## src/rtl/wdt_pkg.sv

```systemverilog
package wdt_pkg;
    typedef enum logic [1:0] {
        ST_IDLE    = 2'd0,
        ST_COUNT   = 2'd1,
        ST_EXPIRED = 2'd2
    } wdt_state_e;
endpackage

```

## src/rtl/wdt_edge_sync.sv

```systemverilog
module wdt_edge_sync #(
    parameter int SYNC_STAGES = 2
) (
    input  logic clk,
    input  logic din,
    output logic kick
);
    // chain[0..SYNC_STAGES-1] synchronize, chain[SYNC_STAGES] holds the previous sample
    logic [SYNC_STAGES:0] chain;

    always_ff @(posedge clk) begin
        chain <= {chain[SYNC_STAGES-1:0], din};
    end

    assign kick = chain[SYNC_STAGES] ^ chain[SYNC_STAGES-1];
endmodule

```

## src/rtl/wdt_tick_counter.sv

```systemverilog
module wdt_tick_counter #(
    parameter int TIMEOUT_TICKS = 1600,
    localparam int CNT_W = (TIMEOUT_TICKS > 2) ? $clog2(TIMEOUT_TICKS) : 1
) (
    input  logic clk,
    input  logic rst,
    input  logic clear,
    input  logic run,
    input  logic tick_en,
    output logic terminal
);
    localparam logic [CNT_W-1:0] LAST = CNT_W'(TIMEOUT_TICKS - 1);

    logic [CNT_W-1:0] cnt_q;

    assign terminal = run && tick_en && (cnt_q == LAST);

    always_ff @(posedge clk) begin
        if (rst || clear) begin
            cnt_q <= '0;
        end else if (run && tick_en && !terminal) begin
            cnt_q <= cnt_q + 1'b1;
        end
    end

    AST_NO_OVERFLOW: assert property (@(posedge clk) disable iff (rst)
        cnt_q <= LAST);
    AST_TICK_GATED: assert property (@(posedge clk) disable iff (rst)
        (!tick_en && !clear) |=> $stable(cnt_q));
    AST_CLEAR_ZERO: assert property (@(posedge clk) disable iff (rst)
        clear |=> (cnt_q == '0));
endmodule

```

## src/rtl/wdt_ctrl_fsm.sv

```systemverilog
module wdt_ctrl_fsm
    import wdt_pkg::*;
(
    input  logic clk,
    input  logic sys_rst,
    input  logic wdi_driven,
    input  logic kick,
    input  logic terminal,
    output logic cnt_clear,
    output logic cnt_run,
    output logic expired
);
    wdt_state_e state_q, state_d;

    always_ff @(posedge clk) begin
        if (sys_rst) begin
            state_q <= ST_IDLE;
        end else begin
            state_q <= state_d;
        end
    end

    always_comb begin
        state_d = state_q;
        if (!wdi_driven) begin
            state_d = ST_IDLE;
        end else begin
            unique case (state_q)
                ST_IDLE:    if (kick) state_d = ST_COUNT;
                ST_COUNT:   if (!kick && terminal) state_d = ST_EXPIRED;
                ST_EXPIRED: if (kick) state_d = ST_COUNT;
                default:    state_d = ST_IDLE;
            endcase
        end
    end

    always_comb begin
        expired   = (state_q == ST_EXPIRED);
        cnt_run   = (state_q == ST_COUNT);
        cnt_clear = (state_q != ST_COUNT) || kick;
    end

    AST_EXPIRE: assert property (@(posedge clk) disable iff (sys_rst)
        (wdi_driven && state_q == ST_COUNT && terminal && !kick) |=> (state_q == ST_EXPIRED));
    AST_LATCHED: assert property (@(posedge clk) disable iff (sys_rst)
        (wdi_driven && state_q == ST_EXPIRED && !kick) |=> (state_q == ST_EXPIRED));
    AST_KICK_WINS: assert property (@(posedge clk) disable iff (sys_rst)
        (wdi_driven && kick && terminal) |=> (state_q == ST_COUNT));
    AST_UNDRIVEN_IDLE: assert property (@(posedge clk) disable iff (sys_rst)
        !wdi_driven |=> (state_q == ST_IDLE));
endmodule

```

## src/rtl/wdt_edge_kick.sv

```systemverilog
module wdt_edge_kick #(
    parameter int TIMEOUT_TICKS = 1600,
    parameter int SYNC_STAGES   = 2
) (
    input  logic clk,
    input  logic sys_rst,
    input  logic tick_en,
    input  logic wdi_in,
    input  logic wdi_driven,
    input  logic uv_flag,
    output logic wdo_n
);
    logic kick, terminal, cnt_clear, cnt_run, expired;

    wdt_edge_sync #(.SYNC_STAGES(SYNC_STAGES)) u_sync (
        .clk  (clk),
        .din  (wdi_in),
        .kick (kick)
    );

    wdt_tick_counter #(.TIMEOUT_TICKS(TIMEOUT_TICKS)) u_cnt (
        .clk      (clk),
        .rst      (sys_rst),
        .clear    (cnt_clear),
        .run      (cnt_run),
        .tick_en  (tick_en),
        .terminal (terminal)
    );

    wdt_ctrl_fsm u_fsm (
        .clk        (clk),
        .sys_rst    (sys_rst),
        .wdi_driven (wdi_driven),
        .kick       (kick),
        .terminal   (terminal),
        .cnt_clear  (cnt_clear),
        .cnt_run    (cnt_run),
        .expired    (expired)
    );

    assign wdo_n = !(expired || uv_flag);

    AST_UV_FORCES_LOW: assert property (@(posedge clk) disable iff (sys_rst)
        uv_flag |-> !wdo_n);
    AST_RESET_CLEARS: assert property (@(posedge clk) disable iff (sys_rst)
        ($past(sys_rst) && !uv_flag) |-> wdo_n);
endmodule

```

## config.mk

```make
export PLATFORM = sky130hd
export DESIGN_NAME = wdt_edge_kick
export DESIGN_NICKNAME = d
export VERILOG_FILES = /design/src/rtl/wdt_pkg.sv /design/src/rtl/wdt_edge_sync.sv /design/src/rtl/wdt_tick_counter.sv /design/src/rtl/wdt_ctrl_fsm.sv /design/src/rtl/wdt_edge_kick.sv
export SDC_FILE = /design/constraint.sdc
export NUM_CORES = 1
export LEC_CHECK = 0
export BUFFER_PORTS_ARGS = -buffer_cell sky130_fd_sc_hd__buf_2
export CORE_ASPECT_RATIO = 1.25
export CORE_MARGIN = 5
export CORE_UTILIZATION = 40
export DETAILED_ROUTE_END_ITERATION = 7
export GPL_ROUTABILITY_DRIVEN = 0
export PLACE_DENSITY = 0.57
export SLEW_MARGIN = 20
export SYNTH_ARGS = -nofsm -noshare
export SYNTH_HDL_FRONTEND = slang
export SYNTH_HIERARCHICAL = 1
export SYNTH_SLANG_ARGS = --single-unit
```

## constraint.sdc

```tcl
create_clock -name clk -period 2.37 [get_ports clk]
set_input_delay 0.237 -clock clk [delete_from_list [all_inputs] [get_ports clk]]
set_output_delay 0.237 -clock clk [all_outputs]
set_load 0.01 [all_outputs]
```

# Yosys cells after proc, flatten, opt, wreduce, memory -nomap -nowiden
# Index checks and enable logic that the tools add are counted.
dict set report op_classes {
  addsub 1
  n_bitwise 2
  mux 3
  n_reduce_logical 14
  n_eq_ne 6
}
# cell n
set ops {}
lappend ops {{adder 11 x 1 -> 11 bit (second input constant)} 1}
lappend ops {{== test 11 bit (second input constant)} 1}
lappend ops {{inequality test 2 x 1 -> 1 bit (second input constant)} 3}
lappend ops {{logical AND 1 bit} 4}
lappend ops {{two-way mux 2 bit} 2}
lappend ops {{case mux 2 bit (2 select lines)} 1}
lappend ops {{OR reduction 2 bit} 2}
lappend ops {{zero test 1 bit} 3}
lappend ops {{logical OR 1 bit} 3}
lappend ops {{== test 2 x 1 -> 1 bit (second input constant)} 1}
lappend ops {{== test 2 bit (second input constant)} 1}
lappend ops {{zero test 2 bit} 1}
lappend ops {{AND reduction 2 bit} 1}
lappend ops {{NOT 1 bit} 1}
lappend ops {{bitwise XOR 1 bit} 1}
dict set report totals {
  output_inout_bits 1
  inputBits 6
  register_bits 16
}

# Logic depth before layout (Yosys ltp)
# Gate-level depths: netlist of the first run.
dict set report depth {
  ltp_word 6
  ltp_mapped 7
  mapped_depth_nobuf 6
}

# Cells and area by module
# The synthesis of the first run kept the hierarchy.
# mod seq_area_each_um2 cells_per_inst n_inst area_each_um2
set by_module_without_submodules {}
lappend by_module_without_submodules {wdt_tick_counter 220.2 62 1 596.8}
lappend by_module_without_submodules {wdt_ctrl_fsm 40.0 12 1 108.9}
lappend by_module_without_submodules {wdt_edge_sync 60.1 4 1 68.8}
lappend by_module_without_submodules {wdt_edge_kick 0.0 1 1 3.8}

# Worst setup path after synthesis of the first run
# Ideal clock, no wire load.
dict set report synth_path {
  path_kind {flip-flop to flip-flop}
  from {reg u_cnt.cnt_q[0]}
  to {reg u_fsm.state_q[1]}
  synth_period_minus_slack_ns 1.520
  arrival_ns 1.441
  setup_ns 0.079
  path_stages_with_launch 8
  setup_slack_ns 0.850
  path_cell_list {dfxtp_1 > ha_1 > and3_1 > clkbuf_2 > nand3_1 > nor3_4 > nand3b_1 > a211oi_2}
}
dict set report synth_between {
  elab_chain_len 5
}
# element line
set synth_rtl {}
lappend synth_rtl {{from (decl)} wdt_tick_counter.sv:14} ;# logic [CNT_W-1:0] cnt_q;
lappend synth_rtl {{from (signal assigned)} wdt_tick_counter.sv:22} ;# cnt_q <= cnt_q + 1'b1;
lappend synth_rtl {{== test 11 bit} wdt_tick_counter.sv:16} ;# assign terminal = run && tick_en && (cnt_q == LAST);
lappend synth_rtl {{logical AND 1 bit} wdt_tick_counter.sv:16}
lappend synth_rtl {{net terminal} wdt_edge_kick.sv:13} ;# logic kick, terminal, cnt_clear, cnt_run, expired;
lappend synth_rtl {{logical AND 1 bit} wdt_ctrl_fsm.sv:30} ;# ST_COUNT: if (!kick && terminal) state_d = ST_EXPIRED;
lappend synth_rtl {{inequality test 2 x 1 -> 1 bit (no source line)} n/a}
lappend synth_rtl {{AND reduction 2 bit (no source line)} n/a}
lappend synth_rtl {{to (signal assigned)} wdt_ctrl_fsm.sv:19} ;# state_q <= state_d;
lappend synth_rtl {{to (decl)} wdt_ctrl_fsm.sv:13} ;# wdt_state_e state_q, state_d;
# The timed path passes the listed nets, and every way through them passes these cells.
# A chain may end at the register's enable or synchronous reset.

# Worst setup path after layout of the first run
# Same ends and word-level chain as after synthesis.

==> impl_metrics.py, run 1 <==
metrics = {
    "timing": {
        "period_share_pct": 70.8,
        "fmax_ghz": 0.596,
        "tightestPinTransition_ns": 0.349,
        "finalSetupTns_ns": 0,
        "finalHoldViolCount": 0,
        "slew_viol_final": 0,
        "fin_ws_ns": 0.692,
        "fin_worst_skew_ns": 0.00888,
        "hold_slack_ns": 0.0572,
        "fin_crit_ns": 1.68,
        "grt_setup_unrepaired": "no",
        "setup-violations-final": 0,
        "max-slew-margin-rel_pct": 76.7,
    },
    "route": {
        "ant_nets": 0,
        "drc": 0,
        "wl_per_cell_um": 12.7,
        "firstDrtPassIters": 4,
        "viasPerCell": 5.52,
        "wl_mm": 1.34,
        "drt-initial-drc-count": 21,
        "vias": 585,
    },
    "synthesis": {
        "syn_avg_cell_area_um2": 9.85,
        "synthCells": 79,
        "synthSimpleGateAreaFrac_pct": 35.4,
        "yosys_most_used_dff": "dfxtp_1",
        "ys_seq_area_share_pct": 41.2,
        "ys_warn_count": 6,
        "synth.area.top_cells": "dfxtp_1 (41%), nor4b_4 (6.1%), nor2_1 (3.4%)",
        "yosysTopAreaCellShare_pct": 41.2,
        "muxShareOfSynthArea_pct": 1.29,
        "synth-xor-area-share_pct": 6.75,
        "synth_compound_area_share_pct": 11.1,
        "synth_cell_types": 33,
        "yosysTopAreaCell": "dfxtp_1",
        "syn_area_um2": 778,
        "async_flop_share_pct": 0,
        "synth_top_family_by_area": "simple AND/OR/NAND/NOR gates",
        "yosysMostFrequentCell": "dfxtp_1",
        "synth-edff-count": 0,
        "synth_common_cells": "dfxtp_1 (16), nor2_1 (7), nand2_1 (6)",
        "ys_ff_latch": 16,
        "syn_nets": 86,
        "synthAdderAreaFrac_pct": 1.61,
    },
    "setup_path": {
        "arrival_ns": 1.88,
        "crit_path_end_kind": "flip-flop",
        "crit_chain": "ha_1 -> and3_1 -> nand3_1 -> nor3_4 -> nand3b_1 -> a211oi_2",
        "cp_slowest_stage_delay_ns": 0.39,
        "required_ns": 2.57,
        "critPathBufInv": 0,
        "crit_path_start_kind": "flip-flop",
        "path_delay_family": "simple AND/OR/NAND/NOR gates",
        "crit_type": "flip-flop to flip-flop",
        "slowest_stage": "dfxtp_1",
        "crit_fanout": 7,
    },
    "clock_network": {
        "clock-root-buffer": "clkbuf_4",
        "tritoncts": "built",
        "holdBufCountCts": 0,
        "ctsResizeCount": 0,
        "clk_pin_slew_ns": 0.10,
        "cts.sinks": 16,
        "cts_setup_buffers": 0,
        "numCtsBuffers": 3,
        "clock_latency_ns": 0.28,
        "cts_max_level": 1,
        "max-clock-path-buffers": 2,
    },
    "grt": {
        "grtUsageTotal_pct": 10.4,
        "gr-usage-met3_pct": 2.27,
        "antenna_found_initial": 0,
        "grt_start_max_net_pins": 10,
        "use_met2_pct": 17.1,
        "grt_pass1_wl_mm": 2.49,
        "first_global_vias": 596,
        "busiest_layer": "met2",
        "use_met1_pct": 13.4,
        "gr-total-overflow": 0,
    },
    "pwr": {
        "power_density_mw_per_mm2": 550,
        "power_mw": 0.472,
        "max-vdd-ir-drop_uv": 275,
        "leakage_nw": 0.333,
    },
    "finish": {
        "nNetsFinal": 95,
        "design_area_um2": 858,
        "diodes": 0,
        "fillers": 182,
        "drive_gt1_share_pct": 25.3,
        "utilization_pct": 47.5,
        "area_growth_syn_to_layout_pct": 10.3,
        "fin_cells": 106,
    },
    "floorplanning": {
        "die-area_mm2": 0.00293,
        "fp-row-count": 17,
        "start_util_pct": 43.0,
        "coreArea_mm2": 0.00181,
        "die_x_um": 49.5,
        "die_y_um": 59.3,
        "num_io_pins": 7,
    },
    "hold_path": {
        "hold_path.class": "input pin to flip-flop",
    },
    "run": {
        "drv_cap": 0,
    },
    "placed_design": {
        "port_buffers": 6,
        "dp.cells": 102,
        "placed_area_um2": 822,
        "place_hpwl_mm": 1.03,
        "preCtsSetupSlack_ns": 0.727,
    },
    "run_status": {
        "status": "completed",
    },
}
[worst reg2reg max path, stage by stage, from the launching register on]
cell      delay, ns
dfxtp_1        0.39
ha_1           0.24
and3_1         0.30
nand3_1        0.17
nor3_4         0.18
nand3b_1       0.11
a211oi_2       0.21
[path summary, 6_finish.rpt]
path,start,endpoint,slack [ns],depth (start not counted)
worst min register to register,u_sync/chain[0]$_DFF_P_,u_sync/chain[1]$_DFF_P_,0.34,0
worst max register to register,u_cnt/cnt_q[0]$_SDFFE_PP0P_,u_fsm/state_q[1]$_SDFFE_PP0P_,0.69,6
worst min-delay path,wdi_in,u_sync/chain[0]$_DFF_P_,0.06,1
worst max-delay path,u_cnt/cnt_q[0]$_SDFFE_PP0P_,u_fsm/state_q[1]$_SDFFE_PP0P_,0.69,6
[layer usage]
| metal | wire [µm] | share of wire (%) |
|---|---|---|
| met2 | 641 | 48 |
| met1 | 641 | 48 |
| met3 | 47 | 3.5 |
| met4 | 14 | 1.0 |
| met5 | 0 | 0 |
[cell families after synthesis]
family | count (synthesis)
xor gates and xnor gates | 6
and+or+nand+nor | 38
buffers and inverters | 5
adders and majority gates | 1
muxes | 1
AOI/OAI and AO/OA | 12
DFF | 16
[state kept, by name, summed over array words and instances (netlist names)]
signal         cells
u_cnt/cnt_q       11
u_fsm/state_q      2
u_sync/chain       3
[layout by cell type (no fill, tap or decap), types with 2 or more instances in the layout]
cell type   n
xor2_1      3
o21ai_0     5
nor2_1      7
nand3_1     3
and3_1      2
a31oi_1     3
inv_1       3
clkbuf_4    3
xnor2_1     3
nand2_1     6
nand2b_1    2
buf_2       6
nand4_1     4
dfxtp_1    16
nor4b_4     2
[cell type report]
class                           count  area, µm²  area share (%)
Timing Repair Buffer                6       30.0            3.50
Inverter                            3       11.3            1.31
Sequential cell                    16        320            37.3
Multi-Input combinational cell     58        437            50.9
Clock buffer                        4       36.3            4.23
Tap cell                           19       23.8            2.77
[power breakdown]
group / internal, mW / total, mW / switching (mW)
combinational: 0.00845 / 0.0191 / 0.0107
sequential: 0.272 / 0.275 / 0.00213
clock: 0.0933 / 0.178 / 0.0851
Power figures use the tool's default switching activity.
==> inputs of run 2 (changes only) <==
--- a/config.mk
+++ b/config.mk
@@ -11,7 +11,7 @@
 export CORE_UTILIZATION = 40
 export DETAILED_ROUTE_END_ITERATION = 7
 export GPL_ROUTABILITY_DRIVEN = 0
-export PLACE_DENSITY = 0.57
+export PLACE_DENSITY = 0.6
 export SLEW_MARGIN = 20
 export SYNTH_ARGS = -nofsm -noshare
 export SYNTH_HDL_FRONTEND = slang
==> constraint.sdc (replaced) <==
create_clock -name clk -period 1.4 [get_ports clk]
set_input_delay 0.14 -clock clk [delete_from_list [all_inputs] [get_ports clk]]
set_output_delay 0.14 -clock clk [all_outputs]
set_load 0.01 [all_outputs]
==> impl_metrics.py, run 2 (same netlist as run 1, synthesis figures left out) <==
metrics = {
    "setup_path": {
        "critPathBufInv": 0,
        "cp.depth": 6,
        "crit_fanout": 4,
        "r2r-end": "u_fsm/state_q[1]$_SDFFE_PP0P_",
        "crit_chain": "and2b_2 -> and3_4 -> nand3_4 -> nor3_4 -> nand3b_1 -> a211oi_2",
        "crit_end": "u_fsm/state_q[1]$_SDFFE_PP0P_",
        "crit_path_end_kind": "flip-flop",
        "r2r_cells": 6,
        "required_ns": 1.60,
        "cp_slowest_stage_delay_ns": 0.33,
        "arrival_ns": 1.57,
        "cp-startpoint": "u_fsm/state_q[1]$_SDFFE_PP0P_",
        "rr_startpoint": "u_fsm/state_q[1]$_SDFFE_PP0P_",
        "path_delay_family": "simple AND/OR/NAND/NOR gates",
        "crit_type": "flip-flop to flip-flop",
        "slowest_stage": "dfxtp_2",
        "crit_path_start_kind": "flip-flop",
        "rrSetupSlack_ns": 0.03,
    },
    "pwr": {
        "leakage_nw": 0.421,
        "power_mw": 0.737,
        "max-vdd-ir-drop_uv": 513,
        "power_density_mw_per_mm2": 714,
    },
    "floorplanning": {
        "die_x_um": 49.5,
        "die-area_mm2": 0.00293,
        "fp-row-count": 17,
        "die_y_um": 59.3,
        "num_io_pins": 7,
        "start_util_pct": 43.0,
        "coreArea_mm2": 0.00181,
    },
    "timing": {
        "max-slew-margin-rel_pct": 83.0,
        "finalHoldViolCount": 0,
        "period_share_pct": 97.9,
        "fin_worst_skew_ns": 0.000956,
        "slew_viol_final": 0,
        "fmax_ghz": 0.730,
        "finalSetupTns_ns": 0,
        "grt_setup_unrepaired": "yes",
        "hold_slack_ns": 0.154,
        "fin_crit_ns": 1.37,
        "setup-violations-final": 0,
        "tightestPinTransition_ns": 0.253,
    },
    "clock_network": {
        "tritoncts": "built",
        "clk_pin_slew_ns": 0.09,
        "clock_latency_ns": 0.27,
        "numCtsBuffers": 3,
        "cts.sinks": 16,
        "cts_max_level": 1,
        "max-clock-path-buffers": 2,
        "clock-root-buffer": "clkbuf_4",
    },
    "grt": {
        "first_global_vias": 662,
        "grtUsageTotal_pct": 11.3,
        "antenna_found_initial": 0,
        "gr-total-overflow": 0,
        "grt_start_max_net_pins": 9,
        "grt_pass1_wl_mm": 2.64,
    },
    "finish": {
        "largest_register_ffs": 11,
        "nNetsFinal": 111,
        "drive_gt1_share_pct": 47.1,
        "reg_top3": "u_cnt/cnt_q: 11 flops, u_sync/chain: 3 flops, u_fsm/state_q: 2 flops",
        "final_common_cell": "buf_4",
        "fin_cells": 121,
        "area_growth_syn_to_layout_pct": 32.6,
        "final_cell_mix": "buf_4 (14), dfxtp_1 (11), nor2_1 (6), buf_2 (6)",
        "regMostFlops": "u_cnt/cnt_q",
        "diodes": 0,
    },
    "route": {
        "firstDrtPassIters": 2,
        "wl_per_cell_um": 12.4,
        "wl_met1_um": 702,
        "wl_met2_um": 749,
        "vias": 636,
        "route.met3.wl_um": 31,
        "drt-initial-drc-count": 2,
        "viasPerCell": 5.26,
        "drc": 0,
        "ant_nets": 0,
        "dr.max_layer_used": "met4",
        "wl_mm": 1.50,
    },
    "run_status": {
        "status": "completed",
    },
    "placed_design": {
        "dp.cells": 115,
        "place_hpwl_mm": 1.16,
        "port_buffers": 6,
    },
    "hold_path": {
        "hold_path.class": "input pin to flip-flop",
    },
    "run": {
        "drv_cap": 0,
    },
}
==> run 2: cell type report <==
class                      instances  area, µm²
inverter                           3       11.3
clock buffer                       3       22.5
timing repair buffer              22        156
sequential                        16        329
multi-input combinational         58        489
tap                               19       23.8
fill                             169        776
==> run 2: worst reg2reg max path, cell delays in order, from the launching register on <==
cell and delay [ns]:
dfxtp_2 0.33, and2b_2 0.23, and3_4 0.21, nand3_4 0.09, nor3_4 0.14, nand3b_1 0.12
a211oi_2 0.17
==> run 2: repair_timing <==
item / 4_1_cts / 5_1_grt
hold endpoints to repair: 1 / 0
hold buffers: 1 / 0
gates resized for setup: 1 / 9
setup buffers: 1 / 1
pin swaps: 3 / 3
endpoints found under the setup margin: 1 / 10
==> run 2: report_power, final <==
group	internal (mW)	switching [mW]	leakage, nW
sequential	0.460	0.00307	0.133
clock	0.0994	0.132	0.0138
combinational	0.0204	0.0230	0.274
==> run 2: stage by stage <==
step                      setup WS [ns]  area, µm²  utilization (%)
after floorplan                 -0.0371        821                -
after detailed placement       -0.00403        953             52.7
after CTS                       0.00600        996             55.1
after global routing            -0.0302       1030             57.1
final                            0.0298       1030             57.1
after global placement           0.0359        953             52.7
==> run 2: how the worst min path moves through the flow <==
stage / start / to / slack (ns) / depth (start not counted)
finish: wdi_driven / u_fsm/state_q[0]$_SDFFE_PP0P_ / 0.15 / 3
global route: wdi_driven / u_fsm/state_q[0]$_SDFFE_PP0P_ / 0.16 / 3
CTS: wdi_driven / u_fsm/state_q[1]$_SDFFE_PP0P_ / 0.13 / 3
detailed placement: wdi_in / u_sync/chain[0]$_DFF_P_ / 0.24 / 1
global placement: wdi_in / u_sync/chain[0]$_DFF_P_ / 0.25 / 1
floorplan: wdi_in / u_sync/chain[0]$_DFF_P_ / 0.17 / 0
==> run 2: layer usage <==
metal	up-vias	track usage [%]
met5	-	0
met4	0	4.49
met3	2	3.02
met2	3	19.5
met1	300	13.1
li1	331	-
